$ cat config.mk
export PLATFORM = sky130hd
export DESIGN_NAME = opexec_unit
export DESIGN_NICKNAME = d
export VERILOG_FILES = /design/src/rtl/opexec_pkg.sv /design/src/rtl/opexec_decode.sv /design/src/rtl/opexec_regfile.sv /design/src/rtl/opexec_alu.sv /design/src/rtl/opexec_flags.sv /design/src/rtl/opexec_unit.sv
export SDC_FILE = /design/constraint.sdc
export NUM_CORES = 1
export LEC_CHECK = 0
export BUFFER_PORTS_ARGS = -buffer_cell sky130_fd_sc_hd__buf_4
export CELL_PAD_IN_SITES_DETAIL_PLACEMENT = 0
export CELL_PAD_IN_SITES_GLOBAL_PLACEMENT = 1
export CORE_MARGIN = 2
export CORE_UTILIZATION = 50
export CTS_BUF_LIST = sky130_fd_sc_hd__clkbuf_16
export DETAILED_ROUTE_END_ITERATION = 12
export PLACE_DENSITY_LB_ADDON = 0.1
export SLEW_MARGIN = 10
export SYNTH_ARGS = -nofsm -noshare
export SYNTH_HDL_FRONTEND = slang
export SYNTH_SLANG_ARGS = --single-unit
$ cat constraint.sdc
create_clock -name clk -period 5.5 [get_ports clk]
set_input_delay 0.55 -clock clk [delete_from_list [all_inputs] [get_ports clk]]
set_output_delay 0.55 -clock clk [all_outputs]
set_load 0.005 [all_outputs]
$ cat src/rtl/opexec_pkg.sv
// Package: shared opcodes, function selects and the decoded-instruction record
// for the operate-instruction execute unit.
// Assumes: a fixed 16-bit instruction word with the opcode in bits [15:12].
package opexec_pkg;

    localparam int INSTR_W = 16;
    localparam int RIDX_W  = 3;
    localparam int NUM_GPR = 8;
    localparam int IMM_W   = 5;
    localparam int OFF_W   = 9;

    typedef enum logic [3:0] {
        OPC_ADD = 4'b0001,
        OPC_AND = 4'b0101,
        OPC_NOT = 4'b1001,
        OPC_LEA = 4'b1110
    } opcode_e;

    typedef enum logic [1:0] {
        FN_ADD = 2'd0,
        FN_AND = 2'd1,
        FN_NOT = 2'd2,
        FN_LEA = 2'd3
    } alu_fn_e;

    typedef struct packed {
        logic               legal;
        alu_fn_e            fn;
        logic [RIDX_W-1:0]  dst;
        logic [RIDX_W-1:0]  src1;
        logic [RIDX_W-1:0]  src2;
        logic               use_imm;
        logic               cc_we;
        logic [IMM_W-1:0]   imm;
        logic [OFF_W-1:0]   off;
    } decoded_t;

endpackage

$ cat src/rtl/opexec_decode.sv
// Module: opexec_decode
// Splits an instruction word into register indices, operand select, literal
// fields and control for the ALU and flag register. Purely combinational.
// Assumes: field positions are fixed; unsupported encodings set legal = 0.
module opexec_decode
    import opexec_pkg::*;
(
    input  logic [INSTR_W-1:0] instr,
    output decoded_t           dec
);

    logic [3:0] opc;

    assign opc = instr[15:12];

    // Field extraction and legality check for each supported opcode.
    always_comb begin
        dec         = '0;
        dec.dst     = instr[11:9];
        dec.src1    = instr[8:6];
        dec.src2    = instr[2:0];
        dec.use_imm = instr[5];
        dec.imm     = instr[4:0];
        dec.off     = instr[8:0];
        dec.fn      = FN_ADD;
        unique case (opc)
            OPC_ADD: begin
                dec.legal = 1'b1;
                dec.fn    = FN_ADD;
                dec.cc_we = 1'b1;
            end
            OPC_AND: begin
                dec.legal = 1'b1;
                dec.fn    = FN_AND;
                dec.cc_we = 1'b1;
            end
            OPC_NOT: begin
                dec.legal = (instr[5:0] == 6'b111111);
                dec.fn    = FN_NOT;
                dec.cc_we = 1'b1;
            end
            OPC_LEA: begin
                dec.legal = 1'b1;
                dec.fn    = FN_LEA;
                dec.cc_we = 1'b0;
            end
            default: begin
                dec.legal = 1'b0;
                dec.cc_we = 1'b0;
            end
        endcase
    end

endmodule

$ cat src/rtl/opexec_regfile.sv
// Module: opexec_regfile
// General-purpose register array with two combinational read ports and one
// synchronous write port. Every register clears on reset.
// Assumes: at most one write per cycle; a read in the cycle after a write sees it.
module opexec_regfile #(
    parameter int DATA_W = 16,
    parameter int NREGS  = 8,
    localparam int AW    = $clog2(NREGS)
) (
    input  logic              clk,
    input  logic              rst_n,
    input  logic              we,
    input  logic [AW-1:0]     waddr,
    input  logic [DATA_W-1:0] wdata,
    input  logic [AW-1:0]     raddr_a,
    input  logic [AW-1:0]     raddr_b,
    output logic [DATA_W-1:0] rdata_a,
    output logic [DATA_W-1:0] rdata_b
);

    logic [DATA_W-1:0] gpr_q [NREGS];

    for (genvar g = 0; g < NREGS; g++) begin : g_gpr
        // One register: clear on reset, load when addressed by the write port.
        always_ff @(posedge clk) begin
            if (!rst_n) begin
                gpr_q[g] <= '0;
            end else if (we && (waddr == AW'(g))) begin
                gpr_q[g] <= wdata;
            end
        end
    end

    // Combinational read ports.
    always_comb begin
        rdata_a = gpr_q[raddr_a];
        rdata_b = gpr_q[raddr_b];
    end

    // A write lands: the addressed register reads back the written data next cycle.
    p_write_lands_r2: assert property (@(posedge clk) disable iff (!rst_n)
        (we && (raddr_a == waddr)) |=> (gpr_q[$past(waddr)] == $past(wdata)))
        else $error("register write did not land");

endmodule

$ cat src/rtl/opexec_alu.sv
// Module: opexec_alu
// Result path shared by all four instructions. One adder serves both the
// register/literal sum and the PC-plus-offset address. AND and complement
// are bitwise.
// Assumes: literal and offset fields arrive unextended; DATA_W >= OFF_W.
module opexec_alu
    import opexec_pkg::*;
#(
    parameter int DATA_W = 16
) (
    input  alu_fn_e            fn,
    input  logic [DATA_W-1:0]  src_a,
    input  logic [DATA_W-1:0]  src_b,
    input  logic               use_imm,
    input  logic [IMM_W-1:0]   imm,
    input  logic [OFF_W-1:0]   off,
    input  logic [DATA_W-1:0]  pc,
    output logic [DATA_W-1:0]  result
);

    localparam int IMM_PAD = DATA_W - IMM_W;
    localparam int OFF_PAD = DATA_W - OFF_W;

    logic [DATA_W-1:0] imm_x;
    logic [DATA_W-1:0] off_x;
    logic [DATA_W-1:0] opnd_b;
    logic [DATA_W-1:0] add_a;
    logic [DATA_W-1:0] add_b;
    logic [DATA_W-1:0] sum;

    // Sign-extend the literal and offset fields and select the second operand.
    always_comb begin
        imm_x  = {{IMM_PAD{imm[IMM_W-1]}}, imm};
        off_x  = {{OFF_PAD{off[OFF_W-1]}}, off};
        opnd_b = use_imm ? imm_x : src_b;
    end

    // Shared adder: operands switch to PC and offset for address loads.
    always_comb begin
        add_a = (fn == FN_LEA) ? pc    : src_a;
        add_b = (fn == FN_LEA) ? off_x : opnd_b;
        sum   = add_a + add_b;
    end

    // Final result selection.
    always_comb begin
        unique case (fn)
            FN_AND:  result = src_a & opnd_b;
            FN_NOT:  result = ~src_a;
            default: result = sum;
        endcase
    end

endmodule

$ cat src/rtl/opexec_flags.sv
// Module: opexec_flags
// Condition-code register {negative, zero, positive}. It is loaded from the
// write-back value only when its write enable is high.
// Assumes: the value presented is the one being written to a register.
module opexec_flags #(
    parameter int DATA_W = 16
) (
    input  logic              clk,
    input  logic              rst_n,
    input  logic              cc_we,
    input  logic [DATA_W-1:0] value,
    output logic [2:0]        cc_q
);

    logic [2:0] cc_d;

    // Classify the value by its sign bit and zero state.
    always_comb begin
        if (value[DATA_W-1]) begin
            cc_d = 3'b100;
        end else if (value == '0) begin
            cc_d = 3'b010;
        end else begin
            cc_d = 3'b001;
        end
    end

    // Flag register: zero flag after reset, selective update otherwise.
    always_ff @(posedge clk) begin
        if (!rst_n) begin
            cc_q <= 3'b010;
        end else if (cc_we) begin
            cc_q <= cc_d;
        end
    end

    // Exactly one flag is set at all times after reset.
    p_one_flag_r7: assert property (@(posedge clk) disable iff (!rst_n)
        $countones(cc_q) == 1)
        else $error("flags not one-hot");

    // Without an update the flags hold.
    p_flags_hold_r8: assert property (@(posedge clk) disable iff (!rst_n)
        !cc_we |=> $stable(cc_q))
        else $error("flags changed without update");

endmodule

$ cat src/rtl/opexec_unit.sv
// Module: opexec_unit (top)
// Executes add, AND, complement and address-load instructions in one cycle.
// It writes the register file and optionally the flags, and reports the
// write-back on registered outputs.
// Assumes: issue_valid is a one-cycle strobe per instruction; instr and
// pc_next are stable while it is high.
module opexec_unit
    import opexec_pkg::*;
#(
    parameter int DATA_W = 16
) (
    input  logic                clk,
    input  logic                rst_n,
    input  logic                issue_valid,
    input  logic [INSTR_W-1:0]  instr,
    input  logic [DATA_W-1:0]   pc_next,
    output logic                wb_valid,
    output logic [RIDX_W-1:0]   wb_idx,
    output logic [DATA_W-1:0]   wb_value,
    output logic [2:0]          cc_nzp
);

    decoded_t          dec;
    logic [DATA_W-1:0] rd_a;
    logic [DATA_W-1:0] rd_b;
    logic [DATA_W-1:0] alu_res;
    logic              exec_fire;

    opexec_decode u_decode (
        .instr (instr),
        .dec   (dec)
    );

    opexec_regfile #(
        .DATA_W (DATA_W),
        .NREGS  (NUM_GPR)
    ) u_regfile (
        .clk     (clk),
        .rst_n   (rst_n),
        .we      (exec_fire),
        .waddr   (dec.dst),
        .wdata   (alu_res),
        .raddr_a (dec.src1),
        .raddr_b (dec.src2),
        .rdata_a (rd_a),
        .rdata_b (rd_b)
    );

    opexec_alu #(
        .DATA_W (DATA_W)
    ) u_alu (
        .fn      (dec.fn),
        .src_a   (rd_a),
        .src_b   (rd_b),
        .use_imm (dec.use_imm),
        .imm     (dec.imm),
        .off     (dec.off),
        .pc      (pc_next),
        .result  (alu_res)
    );

    opexec_flags #(
        .DATA_W (DATA_W)
    ) u_flags (
        .clk   (clk),
        .rst_n (rst_n),
        .cc_we (exec_fire && dec.cc_we),
        .value (alu_res),
        .cc_q  (cc_nzp)
    );

    // An instruction executes only when strobed and supported.
    assign exec_fire = issue_valid && dec.legal;

    // Write-back report register.
    always_ff @(posedge clk) begin
        if (!rst_n) begin
            wb_valid <= 1'b0;
            wb_idx   <= '0;
            wb_value <= '0;
        end else begin
            wb_valid <= exec_fire;
            if (exec_fire) begin
                wb_idx   <= dec.dst;
                wb_value <= alu_res;
            end
        end
    end

    // No write-back report without an issue strobe in the previous cycle.
    p_wb_needs_issue_r9: assert property (@(posedge clk) disable iff (!rst_n)
        !issue_valid |=> !wb_valid)
        else $error("write-back without issue");

    // Unsupported encodings produce no write-back.
    p_bad_op_quiet_r8: assert property (@(posedge clk) disable iff (!rst_n)
        (issue_valid && !dec.legal) |=> !wb_valid)
        else $error("unsupported opcode wrote back");

    // Address loads leave the flags alone.
    p_lea_keeps_cc_r6: assert property (@(posedge clk) disable iff (!rst_n)
        (issue_valid && (instr[15:12] == OPC_LEA)) |=> $stable(cc_nzp))
        else $error("address load changed flags");

    // Flags agree with the reported value after a flag-setting instruction.
    p_cc_matches_wb_r7: assert property (@(posedge clk) disable iff (!rst_n)
        (issue_valid && dec.legal && dec.cc_we) |=>
            (cc_nzp == {wb_value[DATA_W-1], wb_value == '0,
                        !wb_value[DATA_W-1] && (wb_value != '0)}))
        else $error("flags disagree with write-back");

endmodule

==> results.json, run 1 <==
{
  "drc": 0,
  "grt_max_degree": 38,
  "yosysUniqueCellTypes": 67,
  "root_buffer": "clkbuf_16",
  "power_w": 0.00313,
  "die_h_um": 138,
  "ir_drop_mv": 0.170,
  "grt_first_pass_wirelength_mm": 40.1,
  "crit_chain": "buf_4 -> nand2b_1 -> o21ai_0 -> and2_1 -> ha_1 -> buf_4 -> nand2b_1 -> o21ai_0 -> ha_1 -> a21oi_1 -> a21oi_1 -> o21ai_0 -> a21oi_1 -> nor3_1 -> or4_1 -> a31oi_1 -> buf_4 -> nand2_1 -> o211a_1",
  "cellInternalPower_w": 0.00216,
  "die_w_um": 138,
  "dp_slack_ns": 0.449,
  "hold_path_class": "in -> reg",
  "grt_usage_pct": 27.6,
  "tightest_slew_ns": 0.961,
  "crit_type": "in -> reg",
  "yosysMostFrequentCell": "nor2_1",
  "synth-edff-count": 128,
  "setup_viol": 0,
  "arrival_ns": 4.95,
  "yosys_warnings": 0,
  "finalSetupTns_ns": 0,
  "clk_path_buf_depth": 2,
  "max_freq_ghz": 0.215,
  "swShare_pct": 30.9,
  "yosys.area.top_type": "edfxtp_1",
  "p_comb_share_pct": 24.1,
  "power_frac_clock_pct": 34.1,
  "clock-sinks": 151,
  "dp.cells": 1037,
  "yosys-top-cells-count": "nor2_1 (153), edfxtp_1 (128), nand2_1 (65), mux4_2 (36), o21ai_0 (35)",
  "pin_count": 58,
  "clk_pin_slew_ns": 0.06,
  "core_mm2": 0.0178,
  "drv_slew": 0,
  "synth-main-ff-cell": "edfxtp_1",
  "antenna_cells": 0,
  "finClkSkew_ns": 0.0116,
  "slowest_stage": "or4_1",
  "drt_iter0_markers": 596,
  "layout.cells.non_filler": 1069,
  "rsz0062_at_grt": "false",
  "numCtsBuffers": 17,
  "ys_seq_area_share_pct": 47.6,
  "dpl.hpwl_mm": 17.5,
  "cts_tree": "built",
  "die-area_mm2": 0.0192,
  "regArea_mm2": 0.00430,
  "overflow": 0,
  "rows": 49,
  "wire_per_inst_um": 24.2,
  "power_density_mw_per_mm2": 306,
  "routed_via_density": 6.28,
  "drv_cap": 0,
  "setup_slack_ns": 0.848,
  "fillers": 1484,
  "status": "finished, final reports clean",
  "multi_input_area_mm2": 0.00436,
  "cts_resized": 0,
  "final-hold-violation-count": 0,
  "wirelength_mm": 25.9,
  "gp_congestion": 0.867,
  "cp_slowest_stage_delay_ns": 0.54,
  "ant_nets": 0,
  "netlist_area_mm2": 0.00904,
  "grt_pass1_vias": 6729,
  "dr_total_vias": 6712,
  "clk_latency_ns": 0.41,
  "netSwitchingPower_w": 0.000967,
  "pwr-share-seq_pct": 41.8,
  "syn_area_per_cell_um2": 11.7,
  "cts_setup_buffers": 0,
  "path_max_fanout": 32,
  "path_buf_inv": 3,
  "synth_fp_nets": 828,
  "slew_headroom_pct": 35.8,
  "crit_family": "compound AO/OA/AOI/OAI gates",
  "htreeDepth": 4,
  "syn_to_final_growth_pct": 13.1,
  "ys_ff_latch": 151,
  "synthCells": 774,
  "fin_nets": 881,
  "start_util_pct": 50.7,
  "post-route-period-util_pct": 84.6,
  "crit_path_end_kind": "flop",
  "synthTopCellsByArea": "edfxtp_1 (43%), mux4_2 (9.0%), nor2_1 (6.4%)",
  "p_leak_nw": 4.09,
  "cts_hold_buf": 0,
  "layout_min_cycle_time_ns": 4.65,
  "port_buffers": 57,
  "drive_gt1_share_pct": 23.2,
  "synth_top_area_share_pct": 42.5,
  "antenna_found_initial": 0,
  "crit_required_ns": 5.80,
  "rrSetupSlack_ns": 0.91,
  "drtPass1Iterations": 5,
  "async_flop_share_pct": 0,
  "start_kind": "input port"
}
flip-flops by register name (all words and copies together), names as in the netlist:
register         count
wb_idx               3
u_regfile.gpr_q    128
u_flags.cc_q         3
wb_valid             1
wb_value            16
worst paths after layout:
kind	endpoint	cells past startpoint	start
min	wb_valid$_SDFF_PN0_	2	issue_valid
min reg2reg	wb_idx[0]$_SDFFE_PN0P_	2	wb_idx[0]$_SDFFE_PN0P_
max	u_flags.cc_q[2]$_SDFFE_PN0P_	19	instr[13]
max reg2reg	u_flags.cc_q[0]$_SDFFE_PN0P_	14	u_regfile.gpr_q[1][0]$_SDFFCE_PN0P_
routing by layer:
| metal | global-route usage [%] | part of all wire [%] |
|---|---|---|
| met5 | 0 | 0 |
| met4 | 8.65 | 2.1 |
| met3 | 5.65 | 9.5 |
| met2 | 43.9 | 47 |
| met1 | 38.6 | 42 |
layout by cell type, fill, tap and decap left out, drive strengths merged, types with 3 or more instances in the layout:
master	n
nor2	153
edfxtp	128
buf	89
nand2	65
mux4	54
o21ai	36
mux2i	27
inv	27
mux2	24
dfxtp	23
a21oi	23
ha	18
clkbuf	17
o22ai	15
o211a	12
nand3	10
nand2b	9
xnor2	8
nor2b	7
and2	7
o31ai	7
o21bai	6
a21o	5
and3	5
a221oi	5
clkinv	5
a211oi	4
nand4	4
or3	4
xor2	4
o22a	3
nor3	3
a21boi	3
or2	3
metrics by stage:
step                instance area [um2]  hold slack (ns)  utilization, %
detailed placement                 9690            0.459            54.3
floorplan                          9040            0.460               -
finish                            10200            0.382            57.3
global placement                   9690            0.453            54.3
CTS                               10200            0.367            57.3
global route                      10200            0.383            57.3
logic make-up (layout without fill, tap and decap cells):
group           after synthesis  count (layout)  synth area share [%]
compound gates              138             138                  10.8
xor+xnor                     12              12                  1.16
fa+ha+maj                    19              19                  2.71
flops                       151             151                  47.6
simple gates                276             276                  13.0
mux                         105             105                  20.4
buf+inv                      73             139                  4.35
power by group through the flow:
stage	clock [W]	sequential [W]	combinational [W]
detailed placement	0	0.00133	0.000742
global route	0.00113	0.00131	0.000813
finish	0.00107	0.00131	0.000753
global placement	0	0.00133	0.000736
floorplan	0	0.00132	0.000489
CTS	0.00108	0.00131	0.000746
area by class of cell:
class                      instances  area share [%]
sequential                       151            42.1
multi-input combinational        550            42.6
tap                              229            2.80
clock buffer                      17            4.16
clock inverter                    15            1.14
timing repair buffer              89            6.53
inverter                          18           0.660
Note: power is estimated with default switching activity, not from simulation.
==> run 2, diff against run 1 <==
--- a/config.mk
+++ b/config.mk
@@ -9,7 +9,7 @@
 export CELL_PAD_IN_SITES_DETAIL_PLACEMENT = 0
 export CELL_PAD_IN_SITES_GLOBAL_PLACEMENT = 1
 export CORE_MARGIN = 2
-export CORE_UTILIZATION = 50
+export CORE_UTILIZATION = 45
 export CTS_BUF_LIST = sky130_fd_sc_hd__clkbuf_16
 export DETAILED_ROUTE_END_ITERATION = 12
 export PLACE_DENSITY_LB_ADDON = 0.1
==> constraint.sdc (replaced) <==
create_clock -name clk -period 4.15 [get_ports clk]
set_input_delay 0.415 -clock clk [delete_from_list [all_inputs] [get_ports clk]]
set_output_delay 0.415 -clock clk [all_outputs]
set_load 0.005 [all_outputs]
==> run 2 against run 1 <==
Worst setup slack lost 0.80 ns. Core utilization fell by 0.85 points. Power increased by 38%. Sequential cell count unchanged. Sequential power grew 32%. Via count is 3.2% higher. Final cell count is 11% higher. Highest routed layer unchanged. Register-to-register slack worse by 0.87 ns. Sequential share of layout area is 3.2 points lower. Wire length increased by 4.6%. Critical path depth shrank 5. Largest power group unchanged.
==> results.json, run 2 (same netlist as run 1, synthesis figures left out) <==
{
  "finClkSkew_ns": 0.0110,
  "clock-sinks": 151,
  "fin_util_pct": 56.5,
  "final_common_cell": "buf_4",
  "grt_first_pass_wirelength_mm": 41.9,
  "antenna_found_initial": 0,
  "root_buffer": "clkbuf_16",
  "slowest_stage": "mux4_2",
  "power_density_mw_per_mm2": 391,
  "crit_type": "reg -> reg",
  "worstHoldStart": "issue_valid",
  "start_kind": "flop",
  "final-hold-violation-count": 0,
  "wirelength_mm": 27.1,
  "path_max_fanout": 4,
  "core_mm2": 0.0196,
  "htreeDepth": 4,
  "clk_path_buf_depth": 2,
  "tightest_slew_ns": 0.579,
  "hold_end": "wb_valid$_SDFF_PN0_",
  "start_util_pct": 46.2,
  "fin_nets": 967,
  "largest_reg_flops": 128,
  "die_w_um": 146,
  "arrival_ns": 4.41,
  "reg_top3": "u_regfile.gpr_q (128), wb_value (16)",
  "ff2ff_path_depth": 14,
  "rsz0062_at_grt": "true",
  "gp_congestion": 0.839,
  "slew_headroom_pct": 61.3,
  "hold_depth": 2,
  "status": "finished, final reports clean",
  "setup_viol": 0,
  "drv_slew": 0,
  "dr_total_vias": 6929,
  "cts_tree": "built",
  "routed_via_density": 5.82,
  "drc": 0,
  "top_register": "u_regfile.gpr_q",
  "ant_nets": 0,
  "crit_required_ns": 4.45,
  "r2r-end": "u_flags.cc_q[0]$_SDFFE_PN0P_",
  "clk_pin_slew_ns": 0.07,
  "layout_min_cycle_time_ns": 4.11,
  "numCtsBuffers": 17,
  "rrSetupSlack_ns": 0.04,
  "hold_path_class": "in -> reg",
  "cp_slowest_stage_delay_ns": 0.47,
  "antenna_cells": 0,
  "ir_drop_mv": 0.247,
  "crit_top_cell": "mux2_4",
  "port_buffers": 57,
  "clk_latency_ns": 0.42,
  "stdcell_area_mm2": 0.0111,
  "drive_gt1_share_pct": 31.7,
  "rows": 51,
  "max_freq_ghz": 0.244,
  "crit_path_end_kind": "flop",
  "drv_cap": 0,
  "post-route-period-util_pct": 98.9,
  "drtPass1Iterations": 7,
  "die_h_um": 146,
  "place_area_mm2": 0.0104,
  "drt_iter0_markers": 624,
  "p_leak_nw": 4.54,
  "dpl.hpwl_mm": 19.3,
  "overflow": 0,
  "grt_pass1_vias": 7000,
  "crit_chain": "mux4_2 -> mux2_4 -> mux2_4 -> ha_4 -> fa_2 -> a211oi_4 -> o21bai_2 -> a2111oi_4 -> o31ai_1 -> xor2_1 -> mux2i_2 -> nand4_1 -> or2_4 -> a41o_1",
  "r2r-start": "u_regfile.gpr_q[6][0]$_SDFFCE_PN0P_",
  "wire_per_inst_um": 22.8,
  "pin_count": 58,
  "die-area_mm2": 0.0212,
  "syn_to_final_growth_pct": 22.4,
  "grt_max_degree": 38,
  "grt_usage_pct": 25.9,
  "final_cell_mix": "buf_4 (169), nor2_1 (153), edfxtp_1 (128)"
}
run 2: changes by cell type in the layout (fill, tap and decap cells not counted), sizes merged:
cell,change
clkinv,+2
buf,+86
inv,-3
clkbuf,+1
run 2: worst max-delay path by stage:
stage / cells past startpoint / slack [ns] / to / start
floorplan: 16 / -0.07 / u_flags.cc_q[0]$_SDFFE_PN0P_ / instr[6]
global placement: 17 / -0.34 / wb_value[15]$_SDFFE_PN0P_ / instr[6]
detailed placement: 17 / -0.39 / u_flags.cc_q[1]$_SDFFE_PN1P_ / instr[6]
CTS: 14 / 0.01 / u_flags.cc_q[0]$_SDFFE_PN0P_ / u_regfile.gpr_q[6][0]$_SDFFCE_PN0P_
global route: 14 / -0.06 / u_flags.cc_q[0]$_SDFFE_PN0P_ / u_regfile.gpr_q[6][0]$_SDFFCE_PN0P_
finish: 14 / 0.04 / u_flags.cc_q[0]$_SDFFE_PN0P_ / u_regfile.gpr_q[6][0]$_SDFFCE_PN0P_
run 2: repair_timing:
action                                  4_1_cts  5_1_grt
hold buffers                                  0        0
resized for setup                             3        7
endpoints found under the setup margin       12       12
buffers inserted                              0        3
pin swaps                                     0        2
run 2: layout make-up:
cell class                      instances  area [um2]
Fill cell                            1703        8520
Multi-Input combinational cell        550        4430
Sequential cell                       151        4300
Timing Repair Buffer                  175        1380
Clock buffer                           18         450
Tap cell                              265         332
Clock inverter                         14        98.8
Inverter                               18        67.6
run 2: critical path, delay by kind of cell (launching register included):
family,cells,cell delay (ns)
AO/OA/AOI/OAI,5,1.20
XOR/XNOR,1,0.18
adder cells (fa/ha/maj),2,0.56
flip-flops,1,0.41
multiplexers,4,1.23
AND/OR/NAND/NOR,2,0.39
run 2: power by group:
group / switching, W / leakage [nW] / total (W) / internal, W
Combinational: 0.000654 / 2.74 / 0.00117 / 0.000518
Sequential: 0.0000319 / 1.51 / 0.00173 / 0.00170
Clock: 0.000618 / 0.278 / 0.00142 / 0.000802
run 2: per-stage QoR:
| stage | total power, W | worst slack (ns) | TNS, ns | hold slack, ns | std cells |
|---|---|---|---|---|---|
| 3_3_place_gp | 0.00288 | -0.344 | -4.05 | 0.454 | 1156 |
| 6_report | 0.00433 | 0.0440 | 0 | 0.262 | 1191 |
| 3_5_place_dp | 0.00289 | -0.390 | -4.68 | 0.464 | 1156 |
| 5_1_grt | 0.00450 | -0.0612 | -0.108 | 0.254 | 1191 |
| 4_1_cts | 0.00431 | 0.0128 | 0 | 0.247 | 1188 |
| 2_1_floorplan | 0.00241 | -0.0659 | -0.0659 | 0.460 | 774 |
run 2: routing by layer:
metal,global-route usage (%),vias to the layer above,wire length [um]
li1,-,3191,-
met4,7.16,0,488
met3,5.20,39,2000
met5,0,-,0
met2,42.9,296,13100
met1,35.1,3403,11500
==> run 3, diff against run 2 <==
--- a/config.mk
+++ b/config.mk
@@ -6,7 +6,7 @@
 export NUM_CORES = 1
 export LEC_CHECK = 0
 export BUFFER_PORTS_ARGS = -buffer_cell sky130_fd_sc_hd__buf_4
-export CELL_PAD_IN_SITES_DETAIL_PLACEMENT = 0
+export CELL_PAD_IN_SITES_DETAIL_PLACEMENT = 1
 export CELL_PAD_IN_SITES_GLOBAL_PLACEMENT = 1
 export CORE_MARGIN = 2
 export CORE_UTILIZATION = 45
==> run 3 against run 2 <==
Final cell count is the same. Worst setup slack better by 0.027 ns. Highest routed layer unchanged. Critical path type unchanged. Clock power up 9.9%. Worst hold slack worse by 0.031 ns. Clock skew fell by 0.0034 ns. Non-clock buffer count is the same. Critical path depth grew 1. Sequential share of layout area decreased by 0.32 points.
==> results.json, run 3 (same netlist as run 1, synthesis figures left out) <==
{
  "arrival_ns": 4.41,
  "die_w_um": 146,
  "ff2ff_path_depth": 15,
  "crit_required_ns": 4.48,
  "largest_reg_flops": 128,
  "rows": 51,
  "cts_hold_buf": 0,
  "reg_top3": "u_regfile.gpr_q (128), wb_value (16)",
  "fin_util_pct": 57.0,
  "final-hold-violation-count": 0,
  "r2r-start": "u_regfile.gpr_q[4][0]$_SDFFCE_PN0P_",
  "final_common_cell": "buf_4",
  "power_density_mw_per_mm2": 405,
  "netSwitchingPower_w": 0.00136,
  "setup_viol": 0,
  "drv_cap": 0,
  "clock-sinks": 151,
  "start_kind": "flop",
  "whs_ns": 0.230,
  "clk_path_buf_depth": 2,
  "start_util_pct": 46.2,
  "numCtsBuffers": 17,
  "drt_iter0_markers": 505,
  "drv_slew": 0,
  "wirelength_mm": 30.1,
  "fin_nets": 967,
  "antenna_cells": 0,
  "path_max_fanout": 3,
  "routed_via_density": 6.07,
  "slew_headroom_pct": 58.1,
  "layout.cells.non_filler": 1191,
  "ant_nets": 0,
  "rsz0062_at_grt": "true",
  "dpl.hpwl_mm": 21.4,
  "grt_usage_pct": 28.7,
  "pin_count": 58,
  "power_w": 0.00452,
  "final_cell_mix": "buf_4 (168), nor2_1 (153), edfxtp_1 (128)",
  "wire_per_inst_um": 25.3,
  "grt_max_degree": 38,
  "drtPass1Iterations": 5,
  "status": "finished, final reports clean",
  "tightest_slew_ns": 0.629,
  "htreeDepth": 4,
  "die_h_um": 146,
  "die-area_mm2": 0.0212,
  "post-route-period-util_pct": 98.3,
  "crit_path_end_kind": "flop",
  "top_register": "u_regfile.gpr_q",
  "stdcell_area_mm2": 0.0112,
  "max_freq_ghz": 0.245,
  "gp_congestion": 0.839,
  "dr_total_vias": 7229,
  "hold_path_class": "in -> reg",
  "critPathLaunch": "u_regfile.gpr_q[4][0]$_SDFFCE_PN0P_",
  "worstHoldStart": "issue_valid",
  "antenna_found_initial": 0,
  "power_frac_clock_pct": 34.6,
  "crit_type": "reg -> reg",
  "swShare_pct": 30.0,
  "fillers": 2094,
  "clk_latency_ns": 0.43,
  "r2r-end": "u_flags.cc_q[0]$_SDFFE_PN0P_",
  "cts_tree": "built",
  "layout_min_cycle_time_ns": 4.08,
  "port_buffers": 57,
  "ir_drop_mv": 0.276,
  "hold_depth": 2,
  "finClkSkew_ns": 0.00764,
  "hold_end": "wb_valid$_SDFF_PN0_",
  "place_area_mm2": 0.0104,
  "drc": 0,
  "core_mm2": 0.0196,
  "pwr-share-seq_pct": 38.4,
  "root_buffer": "clkbuf_16",
  "grt_first_pass_wirelength_mm": 46.0,
  "clk_pin_slew_ns": 0.06,
  "grt_pass1_vias": 7591,
  "dp.cells": 1156,
  "overflow": 0,
  "syn_to_final_growth_pct": 23.4,
  "rrSetupSlack_ns": 0.07,
  "p_leak_nw": 4.55,
  "p_comb_share_pct": 27.1,
  "cellInternalPower_w": 0.00317,
  "drive_gt1_share_pct": 32.4
}
## run 3: cell count changes in the layout (fill, tap and decap cells not counted), moves of 2 or more
cell / delta
bufinv_16: +3
o21ai_0: -3
a21oi_1: -2
a21oi_2: +2
clkinv_1: +2
clkinv_4: -2
clkinvlp_4: +2
ha_1: -2
ha_2: +2
inv_4: -2
inv_6: -2
o21ai_1: +2
## run 3: power groups by stage
stage / sequential (W) / clock, W / combinational, W
floorplan: 0.00175 / 0 / 0.000659
global placement: 0.00176 / 0 / 0.00112
detailed placement: 0.00177 / 0 / 0.00115
CTS: 0.00174 / 0.00158 / 0.00118
global route: 0.00174 / 0.00164 / 0.00131
finish: 0.00174 / 0.00156 / 0.00122
## run 3: worst max-delay path, cell delays in order (launching register included)
cell and delay (ns):
edfxtp_1 0.41, mux4_2 0.47, mux2_4 0.28, mux2_4 0.29, ha_4 0.17, fa_2 0.39
a211oi_4 0.29, buf_4 0.18, o21ai_1 0.07, a32oi_1 0.21, o41a_1 0.20, and3_4 0.19
and4_1 0.17, nand4_1 0.14, or2_4 0.29, a41o_1 0.21
## run 3: per-stage QoR
step | TNS (ns) | setup slack (ns)
after global placement | -4.05 | -0.344
after floorplan | -0.0659 | -0.0659
after CTS | 0 | 0.0139
after global routing | -0.0304 | -0.0167
after detailed placement | -5.32 | -0.399
final | 0 | 0.0709
## run 3: cell type report
type / count / area (um2) / area share (%)
flip-flops and latches: 151 / 4300 / 38.6
clock inverters: 15 / 164 / 1.47
well taps: 265 / 332 / 2.97
inverters: 18 / 67.6 / 0.605
repair buffers: 175 / 1380 / 12.4
clock buffers: 17 / 425 / 3.81
multi-input cells: 550 / 4480 / 40.2
## run 3: repair_timing
item                       in CTS  in global routing
cloned                          0                  0
pin swaps                       3                  8
setup buffers                   2                  1
setup endpoints to repair      12                 22
gates resized for setup         9                 16
## run 3: worst max path at each step
stage	end	slack [ns]	depth (start not counted)
after floorplan	u_flags.cc_q[0]$_SDFFE_PN0P_	-0.07	16
final	u_flags.cc_q[0]$_SDFFE_PN0P_	0.07	15
after global routing	u_flags.cc_q[1]$_SDFFE_PN1P_	-0.02	14
after detailed placement	u_flags.cc_q[1]$_SDFFE_PN1P_	-0.40	17
after global placement	wb_value[15]$_SDFFE_PN0P_	-0.34	17
after CTS	u_flags.cc_q[0]$_SDFFE_PN0P_	0.01	14
## run 3: per-layer routing
metal	up-vias	global-route usage, %	wire (um)
li1	3189	-	-
met1	3681	37.8	12500
met2	294	48.3	15000
met3	65	5.14	1800
met4	0	9.85	830
met5	-	0	0
